### src/rtl/accum_alu_pkg.sv
package accum_alu_pkg;

  typedef enum logic [4:0] {
    OP_ADD = 5'd0,
    OP_ADC = 5'd1,
    OP_SUB = 5'd2,
    OP_SBB = 5'd3,
    OP_CMP = 5'd4,
    OP_AND = 5'd5,
    OP_XOR = 5'd6,
    OP_OR  = 5'd7,
    OP_INC = 5'd8,
    OP_DEC = 5'd9,
    OP_CMA = 5'd10,
    OP_STC = 5'd11,
    OP_CMC = 5'd12,
    OP_RLC = 5'd13,
    OP_RRC = 5'd14,
    OP_RAL = 5'd15,
    OP_RAR = 5'd16
  } alu_op_e;

  localparam int unsigned OP_LAST = 16;

  typedef struct packed {
    logic s;
    logic z;
    logic ac;
    logic p;
    logic cy;
  } alu_flags_t;

endpackage

### src/rtl/accum_alu_arith.sv
// One adder shared by add, subtract, compare, increment and decrement.
// Subtraction is done as a + ~b + ~cin; both carries are inverted back to borrows.
module accum_alu_arith #(
  parameter int unsigned DATA_W = 8
) (
  input  logic [DATA_W-1:0] a,
  input  logic [DATA_W-1:0] b,
  input  logic              cin,
  input  logic              sub,
  output logic [DATA_W-1:0] sum,
  output logic              cout,
  output logic              hcarry
);
  localparam int unsigned HALF_W = DATA_W / 2;

  logic [DATA_W-1:0] b_eff;
  logic              c_eff;
  logic [DATA_W:0]   full;

  always_comb begin
    b_eff  = sub ? ~b : b;
    c_eff  = sub ? ~cin : cin;
    full   = {1'b0, a} + {1'b0, b_eff} + {{DATA_W{1'b0}}, c_eff};
    sum    = full[DATA_W-1:0];
    cout   = full[DATA_W] ^ sub;
    // carry into bit HALF_W recovered from the sum bit
    hcarry = a[HALF_W] ^ b_eff[HALF_W] ^ full[HALF_W] ^ sub;
  end
endmodule

### src/rtl/accum_alu_logic.sv
// Bitwise operations, accumulator complement and the four rotates.
module accum_alu_logic
  import accum_alu_pkg::*;
#(
  parameter int unsigned DATA_W = 8
) (
  input  alu_op_e           op,
  input  logic [DATA_W-1:0] a,
  input  logic [DATA_W-1:0] b,
  input  logic              cy_in,
  output logic [DATA_W-1:0] res,
  output logic              cy_out
);
  localparam int unsigned MSB = DATA_W - 1;

  always_comb begin
    res    = a;
    cy_out = cy_in;
    unique case (op)
      OP_AND: res = a & b;
      OP_XOR: res = a ^ b;
      OP_OR:  res = a | b;
      OP_CMA: res = ~a;
      OP_RLC: begin res = {a[MSB-1:0], a[MSB]}; cy_out = a[MSB]; end
      OP_RRC: begin res = {a[0], a[MSB:1]};     cy_out = a[0];   end
      OP_RAL: begin res = {a[MSB-1:0], cy_in};  cy_out = a[MSB]; end
      OP_RAR: begin res = {cy_in, a[MSB:1]};    cy_out = a[0];   end
      default: ;
    endcase
  end
endmodule

### src/rtl/accum_alu_flags.sv
// Per-operation flag update: each op selects which fields change.
module accum_alu_flags
  import accum_alu_pkg::*;
#(
  parameter int unsigned DATA_W = 8
) (
  input  alu_op_e           op,
  input  alu_flags_t        cur,
  input  logic [DATA_W-1:0] arith_val,
  input  logic              arith_cy,
  input  logic              arith_hc,
  input  logic [DATA_W-1:0] logic_val,
  input  logic              logic_cy,
  output alu_flags_t        nxt
);
  function automatic alu_flags_t szp(input logic [DATA_W-1:0] v, input alu_flags_t f);
    alu_flags_t r;
    r   = f;
    r.s = v[DATA_W-1];
    r.z = (v == '0);
    r.p = ~^v;
    return r;
  endfunction

  always_comb begin
    nxt = cur;
    unique case (op)
      OP_ADD, OP_ADC, OP_SUB, OP_SBB, OP_CMP: begin
        nxt    = szp(arith_val, cur);
        nxt.ac = arith_hc;
        nxt.cy = arith_cy;
      end
      OP_INC, OP_DEC: begin
        nxt    = szp(arith_val, cur);
        nxt.ac = arith_hc;
      end
      OP_AND: begin
        nxt    = szp(logic_val, cur);
        nxt.ac = 1'b1;
        nxt.cy = 1'b0;
      end
      OP_XOR, OP_OR: begin
        nxt    = szp(logic_val, cur);
        nxt.ac = 1'b0;
        nxt.cy = 1'b0;
      end
      OP_STC: nxt.cy = 1'b1;
      OP_CMC: nxt.cy = ~cur.cy;
      OP_RLC, OP_RRC, OP_RAL, OP_RAR: nxt.cy = logic_cy;
      default: ;
    endcase
  end
endmodule

### src/rtl/accum_alu.sv
module accum_alu
  import accum_alu_pkg::*;
#(
  parameter int unsigned DATA_W = 8
) (
  input  logic              clk,
  input  logic              rst_n,
  input  logic              en,
  input  logic [4:0]        op_sel,
  input  logic [DATA_W-1:0] acc_in,
  input  logic [DATA_W-1:0] opnd_in,
  output logic [DATA_W-1:0] res_q,
  output logic              flag_s,
  output logic              flag_z,
  output logic              flag_ac,
  output logic              flag_p,
  output logic              flag_cy
);
  localparam logic [DATA_W-1:0] ONE = {{(DATA_W-1){1'b0}}, 1'b1};

  alu_op_e           op_e;
  alu_flags_t        flags_q, flags_d;
  logic [DATA_W-1:0] ar_a, ar_b, ar_sum, lg_res, res_d;
  logic              ar_cin, ar_sub, ar_cout, ar_hc, lg_cy;

  assign op_e = alu_op_e'(op_sel);

  // operand steering for the shared adder
  always_comb begin
    ar_a   = acc_in;
    ar_b   = opnd_in;
    ar_cin = 1'b0;
    ar_sub = 1'b0;
    unique case (op_e)
      OP_ADC: ar_cin = flags_q.cy;
      OP_SUB, OP_CMP: ar_sub = 1'b1;
      OP_SBB: begin ar_sub = 1'b1; ar_cin = flags_q.cy; end
      OP_INC: begin ar_a = opnd_in; ar_b = ONE; end
      OP_DEC: begin ar_a = opnd_in; ar_b = ONE; ar_sub = 1'b1; end
      default: ;
    endcase
  end

  accum_alu_arith #(.DATA_W(DATA_W)) arith_i (
    .a(ar_a), .b(ar_b), .cin(ar_cin), .sub(ar_sub),
    .sum(ar_sum), .cout(ar_cout), .hcarry(ar_hc)
  );

  accum_alu_logic #(.DATA_W(DATA_W)) logic_i (
    .op(op_e), .a(acc_in), .b(opnd_in), .cy_in(flags_q.cy),
    .res(lg_res), .cy_out(lg_cy)
  );

  accum_alu_flags #(.DATA_W(DATA_W)) flags_i (
    .op(op_e), .cur(flags_q),
    .arith_val(ar_sum), .arith_cy(ar_cout), .arith_hc(ar_hc),
    .logic_val(lg_res), .logic_cy(lg_cy),
    .nxt(flags_d)
  );

  // destination value select
  always_comb begin
    res_d = res_q;
    unique case (op_e)
      OP_ADD, OP_ADC, OP_SUB, OP_SBB, OP_INC, OP_DEC: res_d = ar_sum;
      OP_CMP, OP_STC, OP_CMC: res_d = acc_in;
      OP_AND, OP_XOR, OP_OR, OP_CMA,
      OP_RLC, OP_RRC, OP_RAL, OP_RAR: res_d = lg_res;
      default: ;
    endcase
  end

  always_ff @(posedge clk or negedge rst_n) begin
    if (!rst_n) begin
      res_q   <= '0;
      flags_q <= '0;
    end else if (en) begin
      res_q   <= res_d;
      flags_q <= flags_d;
    end
  end

  assign flag_s  = flags_q.s;
  assign flag_z  = flags_q.z;
  assign flag_ac = flags_q.ac;
  assign flag_p  = flags_q.p;
  assign flag_cy = flags_q.cy;


  idle_hold_chk: assert property (@(posedge clk) disable iff (!rst_n)
    !en |=> ($stable(res_q) && $stable(flags_q)));


  cmp_keeps_acc_chk: assert property (@(posedge clk) disable iff (!rst_n)
    (en && op_sel == OP_CMP) |=> (res_q == $past(acc_in)));


  logic_carry_clear_chk: assert property (@(posedge clk) disable iff (!rst_n)
    (en && (op_sel == OP_AND || op_sel == OP_XOR || op_sel == OP_OR)) |=> !flag_cy);


  result_szp_chk: assert property (@(posedge clk) disable iff (!rst_n)
    (en && (op_sel <= OP_INC + 1) && op_sel != OP_CMP)
    |=> (flag_z == (res_q == '0) && flag_s == res_q[DATA_W-1] && flag_p == ~^res_q));


  incdec_carry_hold_chk: assert property (@(posedge clk) disable iff (!rst_n)
    (en && (op_sel == OP_INC || op_sel == OP_DEC)) |=> (flag_cy == $past(flag_cy)));


  rotate_flags_hold_chk: assert property (@(posedge clk) disable iff (!rst_n)
    (en && op_sel >= OP_RLC && op_sel <= OP_RAR)
    |=> ($stable(flag_s) && $stable(flag_z) && $stable(flag_ac) && $stable(flag_p)));


  stc_sets_carry_chk: assert property (@(posedge clk) disable iff (!rst_n)
    (en && op_sel == OP_STC) |=> flag_cy);


  unused_op_hold_chk: assert property (@(posedge clk) disable iff (!rst_n)
    (en && op_sel > OP_LAST) |=> ($stable(res_q) && $stable(flags_q)));

endmodule

### config.mk
export PLATFORM = sky130hd
export DESIGN_NAME = accum_alu
export DESIGN_NICKNAME = d
export VERILOG_FILES = /design/src/rtl/accum_alu_pkg.sv /design/src/rtl/accum_alu_arith.sv /design/src/rtl/accum_alu_logic.sv /design/src/rtl/accum_alu_flags.sv /design/src/rtl/accum_alu.sv
export SDC_FILE = /design/constraint.sdc
export NUM_CORES = 1
export LEC_CHECK = 0
export BUFFER_PORTS_ARGS = -buffer_cell sky130_fd_sc_hd__buf_2
export CAP_MARGIN = 20
export CORE_MARGIN = 5
export CORE_UTILIZATION = 45
export CTS_BUF_LIST = sky130_fd_sc_hd__clkbuf_4 sky130_fd_sc_hd__clkbuf_8 sky130_fd_sc_hd__clkbuf_16
export DETAILED_ROUTE_END_ITERATION = 16
export HOLD_SLACK_MARGIN = 0.08
export PLACE_DENSITY = 0.75
export SYNTH_ARGS = -nofsm -noshare
export SYNTH_HDL_FRONTEND = slang
export SYNTH_SLANG_ARGS = --single-unit
### constraint.sdc
create_clock -name clk -period 4.8 [get_ports clk]
set_input_delay 0.96 -clock clk [delete_from_list [all_inputs] [get_ports clk]]
set_output_delay 0.96 -clock clk [all_outputs]
set_load 0.02 [all_outputs]
# Yosys cells after proc, flatten, opt, wreduce, memory -nomap -nowiden
# Cells that the tools add are included.
# totals
latch_bits,0
word_cells,71
ram_bits,0
mem_bits_ro,0
register_bits,13
in_bits,24
n_memories,0
out_inout_bits,13
# op_classes
n_div,0
n_bitwise,11
eq_ne,17
n_lt_le_gt_ge,0
n_mul,0
n_mux,11
reduce_logical,24
addsub,2
shifts,0
# op_table
cell,count
$pmux 8 s8,1
$eq 5x4->1 const B,8
$mux 8,3
$pmux 8 s3,1
$eq 5x3->1 const B,4
$logic_not 8->1,2
$not 8->8,2
$reduce_xnor 8->1,2
$pmux 4 s3,1
$eq 5x2->1 const B,2
$reduce_or 2->1,5
$add 8x8->9,1
$add 9x1->9,1
$and 8x8->8,1
$or 8x8->8,1
$reduce_or 4->1,2
$reduce_or 8->1,1
$xor 8x8->8,1
$reduce_or 7->1,1
$reduce_bool 3->1,2
$reduce_or 3->1,2
$reduce_or 6->1,1
$eq 5x1->1 const B,1
$eq 5x5->1 const B,1
11 further kinds,18

# Depth between registers and ports, before layout
# logic_depth
depth_word,10
ltp_mapped,20
mapped_depth_nobuf,17

# Cells and area by module
# A second synthesis with hierarchy kept.
# hier_totals
hier_cells,324
hier_area_um2,2612.5
# by_module_without_submodules
mod,instances,seq_area_each_um2,area_per_inst_um2,cells_per_inst
accum_alu,1,325.3,897.1,91
accum_alu_logic,1,0.0,869.6,122
accum_alu_flags,1,0.0,431.7,63
accum_alu_arith,1,0.0,414.1,48

# Least setup slack after synthesis
# Ideal clock, no wire load.
# synth_timing
path_type,input -> register
start,input op_sel[4]
end,register flags_q (netlist bit flag_p)
stages,19
setup_ps,132
required_ps,4668
arrival_time_ps,4544
n_path_buf,3
slack_ps,124
cell_sequence,buf_4 -> buf_2 -> nor3b_1 -> buf_2 -> nor2_1 -> xnor2_1 -> fa_1 -> fa_1 -> nor2b_1 -> o2111ai_1 -> and3b_1 -> xnor2_1 -> inv_1 -> ha_1 -> xor2_1 -> xnor2_1 -> nor2_1 -> a21oi_1 -> o21ai_0
# synth_between
elab_chain_len,9
word_cells_on_any_way,36
cone_classes,add/sub (2); eq/ne (14); mux (8); bitwise (2); reduce/logical (10)
# synth_rtl
element,line_no,source
from (decl),accum_alu.sv:9,"input logic [4:0] op_sel,"
$eq 5x4->1,"accum_alu_flags.sv:27, accum_alu.sv:34",
$reduce_or 2->1 (no source line),-,
$mux 8,accum_alu.sv:34,unique case (op_e)
$not 8->8,accum_alu_arith.sv:21,b_eff = sub ? ~b : b;
$mux 8,accum_alu_arith.sv:21,
$add 8x8->9,accum_alu_arith.sv:23,"full = {1'b0, a} + {1'b0, b_eff} + {{DATA_W{1'b0}}, c_eff};"
$add 9x1->9,accum_alu_arith.sv:23,
$reduce_xnor 8->1,accum_alu_flags.sv:21,r.p = ~^v;
$pmux 4 s3,accum_alu_flags.sv:27,unique case (op)
to (signal assigned),accum_alu.sv:79,flags_q <= flags_d;
to (decl),accum_alu.sv:22,"alu_flags_t flags_q, flags_d;"
# Parallel ways exist; a longest one is shown, timed or not.
# A chain may end at the register's enable or synchronous reset.

# Worst setup path after layout
# layout_timing
start,input op_sel[0]
end,register flags_q (netlist bit flag_p)
# The elaborated chain is that of the path after synthesis.

==> metrics <==
status=completed; Yosys top cell area share=0.154; IO buf count=36; die width=84.8 µm; Total Routing Usage GR=0.190; CP most frequent cell=xnor2_1; CTS root buf=clkbuf_8; cell family contributing the most delay on the critical path=adder cells; slowest cell on the critical path=fa_1; clk_lat worst skew=0.24 ns; H-tree depth=1; DRT Pass-1 Iters=5; Post-CTS Resized=0; vias in the first global route=2368; crit-path max FO=13; Clock Tree Buf Depth=2; Static Leak=1.34 nW; Net Count, Synth=382; num ports=37; WHS Path Cells=2; Post-synth EDFFs=0; fillcell total=556; P&R area growth vs syn=11.1%; commonest non-fill, non-tap cell in the layout=buf_2; RSZ-0062 raised after global routing=no; diodes inserted=0; gp weighted congestion=0.937; cts hold-fix bufs=0; ys flop type=dfrtp_1; first-pass GRT wire length=11.4 mm; Clock Sinks=13; post-CTS setup buffers=0; Hold Crit Start=res_q[2]; most frequent cells in the layout=buf_2, nand2_1, ha_1; DRT iter0 DRCs=291; required time worst endpoint=4.91 ns; Max Cap Viol=0; warnings from Yosys=0; max frequency=225 MHz; total number of vias=2508; sequential element share of the synthesized area=0.129; Hold Path Class=reg -> reg; FF+latch area=325 µm²; FFs w/ async S/R, synth=1.00; r2r endpoint=flag_p; # rows=27; Die Area=7190 µm²; Mapped Cells=325; pwr/cell area=256 nW/µm²; Peak VDD IR=0.183 mV; post-route ant nets=0; Fin. Hold Viols=0; worst flop-to-flop path startpoint=flag_cy; Power Total=0.716 mW; Buf+Inv Stages, Crit Path=2; largest net degree at the start of global routing=21; Die Y=84.8 µm; layout cells sized above 1=0.191; total CTS buffers=3; Crit Path Class=in -> reg; Critical Path, Cell by Cell=buf_2 > or2_4 > nor3b_2 > o21bai_1 > xnor2_1 > fa_1 > fa_1 > nor2b_1 > o2111ai_1 > and3b_1 > xnor2_1 > inv_1 > ha_1 > xor2_1 > xnor2_1 > nor2_1 > a21oi_1 > o21ai_0; CP endpoint kind=register; Detail Placement HPWL=5.36 mm; Hold Path End=res_q[2]; initial antenna violation count=0; Final Cycle Share=0.926; Worst Tran Pin Value=0.729 ns; Yosys reg bits=13; floorplan core area=5470 µm²; post-DR vias/cell=5.86; synth top area cells=ha_1, dfrtp_1, nand2_1; fin crit period=4.45 ns; fin nets=414; startpoint types=primary input; clock transition at the registers of the reported paths=0.05 ns; max-slew violation count=0; r2r worst-path depth=16; Post-Syn Area=2520 µm²; total wire length=6.64 mm; initial core utilization=0.460; TritonCTS clock tree=yes; # setup viols final=0; CP arrival=4.55 ns; Yosys cell types=64; grt ovf=0; synthesized area per cell=7.74 µm²; Remaining DRCs=0; max_slew headroom=0.514; clock skew=0.00129 ns; slowest stage delay, CP=0.48 ns; largest area contributor in the netlist=ha_1; Routed WL per cell=15.5 µm; area of the multi-input gates=1970 µm²; setup TNS=0 ns; setup slack, reg-to-reg=1.05 ns
-- power breakdown --
part,switching [mW],internal [mW],leakage [nW]
combinational,0.264,0.197,1.15
sequential,0.0170,0.139,0.160
clock,0.0347,0.0640,0.0262
-- metrics by stage --
stage	utilization	hold WS [ns]	instance area, µm²	worst slack, ns	std cells
floorplan	-	0.586	2520	0.124	325
global placement	0.502	0.461	2750	0.222	424
detailed placement	0.502	0.473	2750	0.0846	424
CTS	0.511	0.485	2800	0.336	428
global route	0.511	0.514	2800	0.0347	428
finish	0.511	0.477	2800	0.354	428
-- worst max path at each step --
| stage | start | to | slack [ns] | cells after the start |
|---|---|---|---|---|
| CTS | op_sel[0] | flag_p | 0.34 | 18 |
| detailed placement | op_sel[0] | flag_p | 0.08 | 18 |
| global placement | op_sel[0] | flag_p | 0.22 | 18 |
| floorplan | op_sel[4] | flag_p | 0.12 | 19 |
| global route | op_sel[2] | flag_p | 0.03 | 20 |
| finish | op_sel[0] | flag_p | 0.35 | 18 |
-- cell type report --
| class | instances | share of cell area |
|---|---|---|
| repair buffers | 48 | 0.0967 |
| multi-input cells | 266 | 0.704 |
| well taps | 72 | 0.0322 |
| inverters | 25 | 0.0336 |
| flip-flops and latches | 13 | 0.116 |
| clock buffers | 4 | 0.0175 |
-- Yosys cell counts, types with 3 or more instances --
library cell and instances:
o21ai_0 19, a21o_1 5, buf_2 9, nor2_1 22, o21ai_1 8, xnor2_1 14
a22o_1 4, ha_1 31, dfrtp_1 13, o2111ai_1 3, buf_6 3, clkbuf_1 3
buf_4 6, nor2b_1 7, nor3_1 5, a21oi_1 16, nand2b_1 4, a221o_1 5
inv_1 25, mux2i_1 9, a32oi_1 3, o21a_1 3, a221oi_1 6, nand3_1 7
xor2_1 6, nand2_1 35
-- registers in the layout (all words and copies together), names as in the netlist --
signal and count:
flag_cy 1, flag_z 1, res_q 8, flag_ac 1, flag_s 1, flag_p 1
-- logic make-up (layout without fill, tap and decap cells) --
| family | Yosys count | after routing | share of synthesized area |
|---|---|---|---|
| simple gates | 105 | 105 | 0.216 |
| compound gates | 97 | 97 | 0.279 |
| buf+inv | 46 | 77 | 0.0910 |
| fa+ha+maj | 33 | 33 | 0.170 |
| xor+xnor | 20 | 20 | 0.0696 |
| flops | 13 | 13 | 0.129 |
| mux | 11 | 11 | 0.0448 |
-- worst register-to-register path: stages, from the launching register on --
cell       delay [ns]
dfrtp_1          0.46
a21o_1           0.21
a21oi_1          0.13
o21bai_1         0.10
fa_1             0.48
fa_1             0.48
nor2b_1          0.16
o2111ai_1        0.18
and3b_1          0.23
xnor2_1          0.23
inv_1            0.08
ha_1             0.30
xor2_1           0.17
xnor2_1          0.16
nor2_1           0.06
a21oi_1          0.11
o21ai_0          0.08
-- layer usage --
metal  wire (µm)  track usage  vias up
li1            -            -     1234
met1        3070        0.270     1163
met2        2960        0.300       97
met3         467       0.0137       14
met4         143       0.0662        0
met5           0            0        -
Note: power is estimated with default switching activity, not from simulation.
